===== src/rtl/sb_pkg.sv =====
package sb_pkg;
    localparam int NUM_UNITS = 3;

    typedef enum logic [1:0] {
        U_ADD  = 2'd0,
        U_MUL  = 2'd1,
        U_DIV  = 2'd2,
        U_NONE = 2'd3
    } unit_e;

    typedef enum logic {
        SLOT_EMPTY,
        SLOT_HELD
    } slot_state_e;

    typedef enum logic [1:0] {
        EX_IDLE,
        EX_RUN,
        EX_DONE
    } ex_state_e;
endpackage


===== src/rtl/sb_stage_slot.sv =====
module sb_stage_slot
    import sb_pkg::*;
#(
    parameter int REG_W = 4,
    parameter int AGE_W = 5
) (
    input  logic             clk,
    input  logic             rst_n,
    input  logic             load,
    input  logic [REG_W-1:0] ld_dst,
    input  logic [REG_W-1:0] ld_src_a,
    input  logic [REG_W-1:0] ld_src_b,
    input  logic             ld_rdy_a,
    input  logic             ld_rdy_b,
    input  logic [AGE_W-1:0] ld_age,
    input  logic             wb_valid,
    input  logic [REG_W-1:0] wb_dst,
    input  logic             go,
    output logic             occupied,
    output logic             ready,
    output logic [REG_W-1:0] dst,
    output logic [REG_W-1:0] src_a,
    output logic [REG_W-1:0] src_b,
    output logic [AGE_W-1:0] age
);
    slot_state_e state, state_nx;
    logic        rdy_a, rdy_b;

    always_ff @(posedge clk or negedge rst_n) begin
        if (!rst_n) state <= SLOT_EMPTY;
        else        state <= state_nx;
    end

    always_comb begin
        state_nx = state;
        unique case (state)
            SLOT_EMPTY: if (load) state_nx = SLOT_HELD;
            SLOT_HELD:  if (go)   state_nx = SLOT_EMPTY;
        endcase
    end

    always_ff @(posedge clk or negedge rst_n) begin
        if (!rst_n) begin
            dst   <= '0;
            src_a <= '0;
            src_b <= '0;
            age   <= '0;
            rdy_a <= 1'b0;
            rdy_b <= 1'b0;
        end else if (load) begin
            dst   <= ld_dst;
            src_a <= ld_src_a;
            src_b <= ld_src_b;
            age   <= ld_age;
            rdy_a <= ld_rdy_a;
            rdy_b <= ld_rdy_b;
        end else if (state == SLOT_HELD && wb_valid) begin
            if (src_a == wb_dst) rdy_a <= 1'b1;
            if (src_b == wb_dst) rdy_b <= 1'b1;
        end
    end

    always_comb begin
        occupied = (state == SLOT_HELD);
        ready    = (state == SLOT_HELD) && rdy_a && rdy_b;
    end


    load_into_empty_chk: assert property (@(posedge clk) disable iff (!rst_n)
        load |-> state == SLOT_EMPTY);


    go_needs_operands_chk: assert property (@(posedge clk) disable iff (!rst_n)
        go |-> (state == SLOT_HELD && rdy_a && rdy_b));


    slot_frees_after_go_chk: assert property (@(posedge clk) disable iff (!rst_n)
        go |=> state == SLOT_EMPTY);
endmodule


===== src/rtl/sb_exec_unit.sv =====
module sb_exec_unit
    import sb_pkg::*;
#(
    parameter int REG_W = 4,
    parameter int AGE_W = 5,
    parameter int LAT   = 2
) (
    input  logic             clk,
    input  logic             rst_n,
    input  logic             start,
    input  logic [REG_W-1:0] st_dst,
    input  logic [AGE_W-1:0] st_age,
    input  logic             grant,
    output logic             idle,
    output logic             done,
    output logic [REG_W-1:0] dst,
    output logic [AGE_W-1:0] age
);
    localparam int CNT_W = (LAT > 1) ? $clog2(LAT) : 1;

    ex_state_e        state, state_nx;
    logic [CNT_W-1:0] cnt;
    logic [CNT_W:0]   run_seen;

    always_ff @(posedge clk or negedge rst_n) begin
        if (!rst_n) state <= EX_IDLE;
        else        state <= state_nx;
    end

    always_comb begin
        state_nx = state;
        unique case (state)
            EX_IDLE: if (start)      state_nx = EX_RUN;
            EX_RUN:  if (cnt == '0)  state_nx = EX_DONE;
            EX_DONE: if (grant)      state_nx = EX_IDLE;
            default:                 state_nx = EX_IDLE;
        endcase
    end

    always_ff @(posedge clk or negedge rst_n) begin
        if (!rst_n) begin
            cnt <= '0;
            dst <= '0;
            age <= '0;
        end else if (start) begin
            cnt <= CNT_W'(LAT - 1);
            dst <= st_dst;
            age <= st_age;
        end else if (state == EX_RUN && cnt != '0) begin
            cnt <= cnt - 1'b1;
        end
    end

    always_comb begin
        idle = (state == EX_IDLE);
        done = (state == EX_DONE);
    end

    // checker counter: cycles spent in EX_RUN for the current operation
    always_ff @(posedge clk or negedge rst_n) begin
        if (!rst_n)                run_seen <= '0;
        else if (start)            run_seen <= '0;
        else if (state == EX_RUN)  run_seen <= run_seen + 1'b1;
    end


    start_when_idle_chk: assert property (@(posedge clk) disable iff (!rst_n)
        start |-> state == EX_IDLE);


    run_length_chk: assert property (@(posedge clk) disable iff (!rst_n)
        (state == EX_DONE && $past(state) == EX_RUN) |-> run_seen == (CNT_W+1)'(LAT));


    done_held_chk: assert property (@(posedge clk) disable iff (!rst_n)
        (state == EX_DONE && !grant) |=> state == EX_DONE);


    grant_only_done_chk: assert property (@(posedge clk) disable iff (!rst_n)
        grant |-> state == EX_DONE);
endmodule


===== src/rtl/sb_wb_select.sv =====
module sb_wb_select #(
    parameter int REG_W = 4,
    parameter int AGE_W = 5,
    parameter int N     = 3
) (
    input  logic             clk,
    input  logic             rst_n,
    input  logic [N-1:0]     done,
    input  logic [REG_W-1:0] ex_dst   [N],
    input  logic [AGE_W-1:0] ex_age   [N],
    input  logic [N-1:0]     slot_occ,
    input  logic [REG_W-1:0] slot_src_a [N],
    input  logic [REG_W-1:0] slot_src_b [N],
    input  logic [AGE_W-1:0] slot_age [N],
    output logic [N-1:0]     grant
);
    logic [N-1:0] safe;

    function automatic logic is_older(input logic [AGE_W-1:0] a, input logic [AGE_W-1:0] b);
        logic [AGE_W-1:0] diff;
        diff = a - b;
        return diff[AGE_W-1];
    endfunction

    always_comb begin
        for (int u = 0; u < N; u++) begin
            safe[u] = done[u];
            for (int s = 0; s < N; s++) begin
                if (slot_occ[s] && is_older(slot_age[s], ex_age[u]) &&
                    (slot_src_a[s] == ex_dst[u] || slot_src_b[s] == ex_dst[u]))
                    safe[u] = 1'b0;
            end
        end
    end

    always_comb begin
        for (int u = 0; u < N; u++) begin
            grant[u] = safe[u];
            for (int v = 0; v < N; v++) begin
                if (v != u && safe[v] && is_older(ex_age[v], ex_age[u]))
                    grant[u] = 1'b0;
            end
        end
    end


    single_write_chk: assert property (@(posedge clk) disable iff (!rst_n)
        $onehot0(grant));


    write_when_any_safe_chk: assert property (@(posedge clk) disable iff (!rst_n)
        (|safe) |-> (|grant));
endmodule


===== src/rtl/sb_scoreboard.sv =====
module sb_scoreboard
    import sb_pkg::*;
#(
    parameter int REG_W   = 4,
    parameter int AGE_W   = 5,
    parameter int LAT_ADD = 2,
    parameter int LAT_MUL = 4,
    parameter int LAT_DIV = 6
) (
    input  logic                       clk,
    input  logic                       rst_n,
    input  logic                       ir_valid,
    input  logic [1:0]                 ir_unit,
    input  logic [REG_W-1:0]           ir_dst,
    input  logic [REG_W-1:0]           ir_src_a,
    input  logic [REG_W-1:0]           ir_src_b,
    output logic                       ir_accept,
    output logic [NUM_UNITS-1:0]       disp_fire,
    output logic [NUM_UNITS*REG_W-1:0] disp_rd_a,
    output logic [NUM_UNITS*REG_W-1:0] disp_rd_b,
    output logic                       wb_valid,
    output logic [1:0]                 wb_unit,
    output logic [REG_W-1:0]           wb_dst
);
    localparam int NUM_REGS = 2 ** REG_W;

    logic [NUM_REGS-1:0]  prod_valid;
    logic [AGE_W-1:0]     age_ctr;

    logic [NUM_UNITS-1:0] slot_occ, slot_ready, load, go;
    logic [REG_W-1:0]     slot_dst   [NUM_UNITS];
    logic [REG_W-1:0]     slot_src_a [NUM_UNITS];
    logic [REG_W-1:0]     slot_src_b [NUM_UNITS];
    logic [AGE_W-1:0]     slot_age   [NUM_UNITS];

    logic [NUM_UNITS-1:0] ex_idle, ex_done, grant;
    logic [REG_W-1:0]     ex_dst [NUM_UNITS];
    logic [AGE_W-1:0]     ex_age [NUM_UNITS];

    logic slot_busy_sel, unit_known, rdy_a_now, rdy_b_now;

    // issue decision
    always_comb begin
        slot_busy_sel = 1'b0;
        unit_known    = 1'b0;
        for (int u = 0; u < NUM_UNITS; u++) begin
            if (ir_unit == 2'(u)) begin
                unit_known    = 1'b1;
                slot_busy_sel = slot_occ[u];
            end
        end
        ir_accept = ir_valid && unit_known && !slot_busy_sel && !prod_valid[ir_dst];
        for (int u = 0; u < NUM_UNITS; u++)
            load[u] = ir_accept && (ir_unit == 2'(u));
        rdy_a_now = !prod_valid[ir_src_a] || (wb_valid && wb_dst == ir_src_a);
        rdy_b_now = !prod_valid[ir_src_b] || (wb_valid && wb_dst == ir_src_b);
    end

    generate
        for (genvar u = 0; u < NUM_UNITS; u++) begin : g_unit
            localparam int LAT = (u == 0) ? LAT_ADD : (u == 1) ? LAT_MUL : LAT_DIV;

            sb_stage_slot #(.REG_W(REG_W), .AGE_W(AGE_W)) u_slot (
                .clk      (clk),
                .rst_n    (rst_n),
                .load     (load[u]),
                .ld_dst   (ir_dst),
                .ld_src_a (ir_src_a),
                .ld_src_b (ir_src_b),
                .ld_rdy_a (rdy_a_now),
                .ld_rdy_b (rdy_b_now),
                .ld_age   (age_ctr),
                .wb_valid (wb_valid),
                .wb_dst   (wb_dst),
                .go       (go[u]),
                .occupied (slot_occ[u]),
                .ready    (slot_ready[u]),
                .dst      (slot_dst[u]),
                .src_a    (slot_src_a[u]),
                .src_b    (slot_src_b[u]),
                .age      (slot_age[u])
            );

            assign go[u] = slot_ready[u] && ex_idle[u];
            assign disp_rd_a[u*REG_W +: REG_W] = slot_src_a[u];
            assign disp_rd_b[u*REG_W +: REG_W] = slot_src_b[u];

            sb_exec_unit #(.REG_W(REG_W), .AGE_W(AGE_W), .LAT(LAT)) u_exec (
                .clk    (clk),
                .rst_n  (rst_n),
                .start  (go[u]),
                .st_dst (slot_dst[u]),
                .st_age (slot_age[u]),
                .grant  (grant[u]),
                .idle   (ex_idle[u]),
                .done   (ex_done[u]),
                .dst    (ex_dst[u]),
                .age    (ex_age[u])
            );
        end
    endgenerate

    assign disp_fire = go;

    sb_wb_select #(.REG_W(REG_W), .AGE_W(AGE_W), .N(NUM_UNITS)) u_wbsel (
        .clk        (clk),
        .rst_n      (rst_n),
        .done       (ex_done),
        .ex_dst     (ex_dst),
        .ex_age     (ex_age),
        .slot_occ   (slot_occ),
        .slot_src_a (slot_src_a),
        .slot_src_b (slot_src_b),
        .slot_age   (slot_age),
        .grant      (grant)
    );

    always_comb begin
        wb_valid = |grant;
        wb_unit  = 2'd0;
        wb_dst   = '0;
        for (int u = 0; u < NUM_UNITS; u++) begin
            if (grant[u]) begin
                wb_unit = 2'(u);
                wb_dst  = ex_dst[u];
            end
        end
    end

    // producer table and issue-order age
    always_ff @(posedge clk or negedge rst_n) begin
        if (!rst_n) begin
            prod_valid <= '0;
            age_ctr    <= '0;
        end else begin
            if (wb_valid)  prod_valid[wb_dst] <= 1'b0;
            if (ir_accept) begin
                prod_valid[ir_dst] <= 1'b1;
                age_ctr            <= age_ctr + 1'b1;
            end
        end
    end


    wb_has_producer_chk: assert property (@(posedge clk) disable iff (!rst_n)
        wb_valid |-> prod_valid[wb_dst]);


    producer_marked_chk: assert property (@(posedge clk) disable iff (!rst_n)
        ir_accept |=> prod_valid[$past(ir_dst)]);


    unknown_unit_chk: assert property (@(posedge clk) disable iff (!rst_n)
        (ir_unit == 2'd3) |-> !ir_accept);
endmodule


===== config.mk =====
export PLATFORM = sky130hd
export DESIGN_NAME = sb_scoreboard
export DESIGN_NICKNAME = d
export VERILOG_FILES = /design/src/rtl/sb_pkg.sv /design/src/rtl/sb_stage_slot.sv /design/src/rtl/sb_exec_unit.sv /design/src/rtl/sb_wb_select.sv /design/src/rtl/sb_scoreboard.sv
export SDC_FILE = /design/constraint.sdc
export NUM_CORES = 1
export LEC_CHECK = 0
export BUFFER_PORTS_ARGS = -buffer_cell sky130_fd_sc_hd__clkbuf_2
export CAP_MARGIN = 10
export CORE_AREA = 2 2 148 150
export DETAILED_ROUTE_END_ITERATION = 8
export DIE_AREA = 0 0 150 152
export GPL_TIMING_DRIVEN = 0
export SYNTH_ARGS = -nofsm -noshare
export SYNTH_HDL_FRONTEND = slang
export SYNTH_HIERARCHICAL = 1
export SYNTH_SLANG_ARGS = --single-unit

===== constraint.sdc =====
create_clock -name clk -period 3.83 [get_ports clk]
set_input_delay 0.1915 -clock clk [delete_from_list [all_inputs] [get_ports clk]]
set_output_delay 0.1915 -clock clk [all_outputs]
set_load 0.03 [all_outputs]

**After elaboration in Yosys (flattened, before gate mapping)**

Index checks and enable logic that the tools add are counted.

- Flip-flop bits (word level): 120
- Input port bits: 17
- Output and inout bits: 35
- Word-level logic and storage cells: 286

- Add/subtract/negate cells: 19
- Order comparisons: 6
- Equal/unequal tests: 43
- Muxes and demuxes: 83
- Bitwise logic cells: 6
- Reduce and logical (&&, ||, !) cells: 94

Operator list:

| operator | number |
|---|---|
| $eq A4 B4 Y1 | 26 |
| $sub A5 B5 Y5 | 15 |
| $mux W1 | 53 |
| $logic_and A1 B1 Y1 | 49 |
| $mux W16 | 2 |
| $reduce_bool A2 Y1 | 13 |
| $mux W2 | 12 |
| $lt A4 B5 Y1 const B | 4 |
| $pmux W2 S3 | 3 |
| $and A16 B16 Y16 | 1 |
| $ne A2 B1 Y1 const B | 8 |
| $not A16 Y16 | 1 |
| $or A16 B16 Y16 | 1 |
| $bmux W1 S4 | 3 |
| $mux W4 | 3 |
| $reduce_and A2 Y1 | 6 |
| $logic_or A1 B1 Y1 | 11 |
| $logic_not A2 Y1 | 5 |
| $reduce_and A3 Y1 | 3 |
| $demux W1 S4 | 2 |
| $eq A2 B1 Y1 const B | 4 |
| $eq A2 B2 Y1 const B | 4 |
| $ge A4 B1 Y1 const B | 2 |
| $mux W3 | 2 |
| 11 further kinds | 18 |

**Logic depth before layout (Yosys ltp)**

- Depth in word-level cells: 21
- Depth in mapped cells: 15
- Depth with buffers taken out: 14

**Hierarchy**

The synthesis kept the hierarchy.

Modules (own cells, without submodules):

| module | times used | cells each | area each (um2) |
|---|---|---|---|
| sb_stage_slot | 3 | 57 | 914.6 |
| sb_wb_select | 1 | 279 | 2,293.4 |
| sb_scoreboard | 1 | 186 | 1,794.2 |
| sb_exec_unit (g_unit[1].u_exec) | 1 | 41 | 599.3 |
| sb_exec_unit (g_unit[2].u_exec) | 1 | 44 | 598.1 |
| sb_exec_unit (g_unit[0].u_exec) | 1 | 30 | 494.2 |

**Worst setup path before layout**

Ideal clock, no wire load.

- Path kind: reg2reg
- Start: register g_unit[1].u_exec.age[1]
- End: register g_unit[0].u_slot.rdy_a
- Setup time: 0.096 ns
- Arrival time: 4.556 ns
- Path slack: -0.822 ns
- Cell stages (with the launch flop): 16
- Path buffers: 1
- Cell sequence: dfrtp_1 -> inv_1 -> ha_1 -> a2111oi_2 -> o31a_1 -> nor3_1 -> or4b_1 -> a221oi_1 -> clkbuf_1 -> a21oi_1 -> a2bb2oi_1 -> xnor2_1 -> o211ai_1 -> o21ai_1 -> mux2i_1 -> o31ai_1

- Elaborated cells on any way between the ends: 38

RTL lines:

| what | line | RTL |
|---|---|---|
| start: declaration | sb_exec_unit.sv:17 | `output logic [AGE_W-1:0] age` |
| start signal: assignment | sb_exec_unit.sv:48 | `age <= st_age;` |
| $sub A5 B5 Y5 | sb_wb_select.sv:21 | `diff = a - b;` |
| $logic_and A1 B1 Y1 (2 in series) | sb_wb_select.sv:29 | `if (slot_occ[s] && is_older(slot_age[s], ex_age[u]) &&` |
| $mux W1 (3 in series) | sb_wb_select.sv:29 |  |
| $mux W1 | sb_wb_select.sv:40 | `if (v != u && safe[v] && is_older(ex_age[v], ex_age[u]))` |
| $mux W1 (*) | sb_wb_select.sv:40 |  |
| named net grant[1] | sb_scoreboard.sv:36 | `logic [NUM_UNITS-1:0] ex_idle, ex_done, grant;` |
| $mux W4 (*) (2 in series) | sb_scoreboard.sv:123 | `if (grant[u]) begin` |
| named net wb_dst[3] | sb_scoreboard.sv:23 | `output logic [REG_W-1:0] wb_dst` |
| $eq A4 B4 Y1 (*) | sb_scoreboard.sv:55 | `rdy_a_now = !prod_valid[ir_src_a] \|\| (wb_valid && wb_dst == ir_src_a);` |
| $logic_and A1 B1 Y1 (*) | sb_scoreboard.sv:55 |  |
| $logic_or A1 B1 Y1 (*) | sb_scoreboard.sv:55 |  |
| named net rdy_a_now | sb_scoreboard.sv:40 | `logic slot_busy_sel, unit_known, rdy_a_now, rdy_b_now;` |
| $mux W1 (*) | sb_stage_slot.sv:50 | `end else if (load) begin` |
| end signal: assignment | sb_stage_slot.sv:55 | `rdy_a <= ld_rdy_a;` |
| end: declaration | sb_stage_slot.sv:27 | `logic rdy_a, rdy_b;` |

The timed path passes the listed nets; every way through them passes the cells marked *.
A chain may end at the register's enable or synchronous reset.

**Worst setup path in the final report**

- Start: register g_unit[0].u_exec.age[3]
- End: output wb_dst[2]

- Longest elaborated chain between the ends: 11
- Elaborated cells on any way between the ends: 29

RTL lines:

| what | line |
|---|---|
| start: declaration | sb_exec_unit.sv:17 |
| start signal: assignment | sb_exec_unit.sv:48 |
| $sub A5 B5 Y5 | sb_wb_select.sv:21 |
| $logic_and A1 B1 Y1 (2 in series) | sb_wb_select.sv:29 |
| $mux W1 (3 in series) | sb_wb_select.sv:29 |
| $mux W1 | sb_wb_select.sv:40 |
| $mux W1 (*) | sb_wb_select.sv:40 |
| named net grant[0] | sb_scoreboard.sv:36 |
| $mux W4 (*) (3 in series) | sb_scoreboard.sv:123 |
| end: declaration | sb_scoreboard.sv:23 |

Marks and branches as above.

==> flow_summary_export.csv <==
group,metric,value,unit
timing,slew_headroom,50.0,%
job,drv_cap,0,
power,p_seq_share,26.3,%
die,row_count,54,
setup_path,worst_r2r_startpoint,"g_unit[2].u_slot/age[1]",
timing,maxSlewViolCount,0,
timing,hold_viol,0,
routing,drt-initial-drc-count,365,
routing,ant_nets,0,
placement,port_buffers,51,
logic_synthesis,syn_area,0.00852,mm²
finish,final_util,49.1,%
finish,n_fill_cell,1944,
timing,fin_setup_tns,0,ns
clocking,cts_buffer_depth,2,
power,max-vdd-ir-drop,510,µV
logic_synthesis,syn_nets,817,
routing,wl_per_cell,22.1,µm
setup_path,cp_max_fo,8,
finish,syn2layout_area_growth,23.0,%
setup_path,arrival,3.55,ns
logic_synthesis,yosysSeqAreaShare,35.2,%
routing,routed_wl,25300,µm
clocking,root_buffer,"clkbuf_16",
timing,period_minus_slack,3.74,ns
die,pin_count,52,
timing,setup_violations,0,
routing,drc,0,
outcome,status,"finished, final reports clean",
placement,pre_cts_ws,-1.37,ns
power,p_leak,4.52,nW
power,swShare,44.3,%
logic_synthesis,synth_area_per_cell,11.3,µm²
routing,via_count,6373,
finish,design_area,0.0105,mm²
die,fp.dieArea,0.0228,mm²
hold_path,worstHoldPathType,"in -> reg",
placement,placed_area,0.00923,mm²
routing,routed_via_density,5.57,
setup_path,crit_required,3.64,ns
placement,dp.cells,1083,
logic_synthesis,yosysWarnings,6,
global_route,grt_pass1_wl,38500,µm
clocking,worstSkewPairLatency,0.42,ns
finish,ff_latch_area,0.00301,mm²
placement,gp_congestion,0.932,
clocking,htreeDepth,4,
timing,skew,0.00892,ns
finish,final_cell_mix,"dfrtp_1 (112), xor2_1 (77), mux2_4 (68)",
finish,final_common_cell,"dfrtp_1",
logic_synthesis,ys_async_sr_fraction,100,%
finish,final_cells,1144,
global_route,grt_antenna_before_repair,0,
timing,rsz0062_at_grt,"yes",
power,combPwrFrac,57.5,%
global_route,grt_max_degree,70,
power,power.density,1020,mW/mm²
global_route,grt_usage,22.4,%
placement,dp_hpwl,17800,µm
logic_synthesis,ys_seq_elements,120,
timing,tightest_slew,0.747,ns
finish,antennaDiodeCount,0,
setup_path,end_kind,"primary output",
finish,multi_input_area,0.00561,mm²
power,power.net_switching,4.74,mW
finish,layout-drive-gt1-share,35.1,%
die,die_y,152,µm
logic_synthesis,synth_ff_type,"dfrtp_1",
hold_path,worstHoldPathCells,2,
die,dieWidth,150,µm
clocking,clock-sinks,120,
timing,post-route-period-util,97.6,%
timing,whs,0.0845,ns
clocking,numCtsBuffers,17,
setup_path,worstRegToRegCells,13,
timing,worst_slack,0.0925,ns
die,core,0.0214,mm²
clocking,cts_tree,"built",
global_route,grt_pass1_vias,6408,
hold_path,min_from,"ir_src_a[1]",
setup_path,crit_type,"reg -> out",
die,start_util,39.9,%
logic_synthesis,syn_inst,751,
power,internal-power,5.97,mW
logic_synthesis,synth_cell_types,64,
finish,final_nets,917,
setup_path,critPathLaunchType,"flip-flop",
logic_synthesis,synth_edf_count,0,
routing,drt_pre_antenna_iters,4,
clocking,clk_pin_slew,0.06,ns
timing,fmax,268,MHz
power,power,10.7,mW
global_route,overflow,0,
power,clockPowerShare,16.2,%
setup_path,crit_start,"g_unit[0].u_exec/age[3]",
==> cells by family after synthesis <==
family | Yosys count | share of synthesized area [%]
flip-flops | 120 | 35.2
multiplexers | 108 | 18.3
adder cells (fa/ha/maj) | 49 | 7.19
AND/OR/NAND/NOR | 164 | 11.7
buffers and inverters | 56 | 3.52
AO/OA/AOI/OAI | 126 | 10.9
XOR/XNOR | 128 | 13.2
==> worst paths after layout <==
kind | to | slack, ns
worst min-delay path | g_unit[1].u_slot/src_a[1] | 0.08
worst max-delay path | wb_dst[2] | 0.09
min in group asynchronous | g_unit[1].u_exec/age[1] | 0.28
max in group asynchronous | g_unit[0].u_slot/src_a[1] | 2.86
worst min register to register | g_unit[0].u_exec/state[0] | 0.47
worst max register to register | prod_valid[4] | 0.12
==> cell type report <==
| type | count | share of cell area, % |
|---|---|---|
| multi-input combinational | 575 | 53.5 |
| buffer | 36 | 2.51 |
| inverter | 20 | 0.824 |
| clock inverter | 14 | 1.86 |
| timing repair buffer | 81 | 5.05 |
| sequential | 120 | 28.7 |
| tap | 280 | 3.34 |
| clock buffer | 18 | 4.19 |
==> cells in the mapped netlist (all sizes together) (3+ instances only) <==
library cell	n	share of area, %
or3	3	0.28
nand4	7	0.51
o31ai	12	1.1
a211oi	3	0.26
mux4	10	2.6
a21boi	3	0.26
buf	22	2.0
o21ai	38	2.2
a211o	4	0.41
xor2	77	7.9
dfrtp	120	35
and2	4	0.29
and2b	3	0.32
inv	20	0.88
xnor2	51	5.2
mux2	81	14
nor4b	4	0.41
nor3b	6	0.66
nand2b	26	1.9
a31oi	3	0.22
a2111oi	9	1.7
a221oi	3	0.31
nand3	8	0.47
nor3	20	1.2
or4b	3	0.35
clkbuf	14	0.62
a21o	13	1.2
nand3b	10	0.88
nor4	21	1.5
o31a	8	0.82
mux2i	17	2.0
a21oi	16	0.94
and3	3	0.22
or2	3	0.22
nor2b	7	0.51
ha	49	7.2
nand2	9	0.40
nor2	22	0.97
or3b	3	0.37
==> state kept, by name, summed over array words and instances (netlist names) <==
name and count:
g_unit.u_exec/dst 12, age_ctr 5, g_unit.u_slot/rdy_b 3, g_unit.u_slot/src_a 12
g_unit.u_slot/rdy_a 3, g_unit.u_slot/src_b 12, g_unit.u_slot/dst 12, g_unit.u_exec/state 6
g_unit.u_exec/cnt 6, g_unit.u_exec/age 15, prod_valid 16, g_unit.u_slot/occupied 3
g_unit.u_slot/age 15
==> per-layer routing <==
metal | vias to the layer above | track usage [%] | wire length, µm
met3 | 40 | 4.14 | 1060
met5 | - | 0 | 0
li1 | 2954 | - | -
met1 | 3179 | 29.0 | 10900
met2 | 200 | 37.2 | 12700
met4 | 0 | 7.91 | 696
==> repair_timing <==
| item | in CTS | in global routing |
|---|---|---|
| pin swaps | 9 | 8 |
| resized for setup | 35 | 60 |
| setup buffers | 14 | 14 |
| hold endpoints to repair | 51 | 0 |
| hold buffers | 1 | 0 |
| endpoints found under the setup margin | 28 | 27 |
==> critical path, cell delays in order (launching register included) <==
cell and delay (ns):
dfrtp_1 0.43, inv_2 0.11, ha_1 0.26, a2111oi_4 0.37, o31a_1 0.21, nor3_2 0.06
or4b_4 0.53, a221oi_4 0.28, clkbuf_8 0.22, nand3b_1 0.11, buf_4 0.16, a31oi_4 0.23
buf_6 0.16
==> power groups by stage <==
stage	registers (mW)	clock network, mW	logic [mW]
floorplan	2.69	0	3.94
global placement	2.80	0	5.16
detailed placement	2.80	0	5.26
CTS	2.79	1.76	5.67
global route	2.92	1.83	6.62
finish	2.82	1.73	6.16
Note: power is estimated with default switching activity, not from simulation.
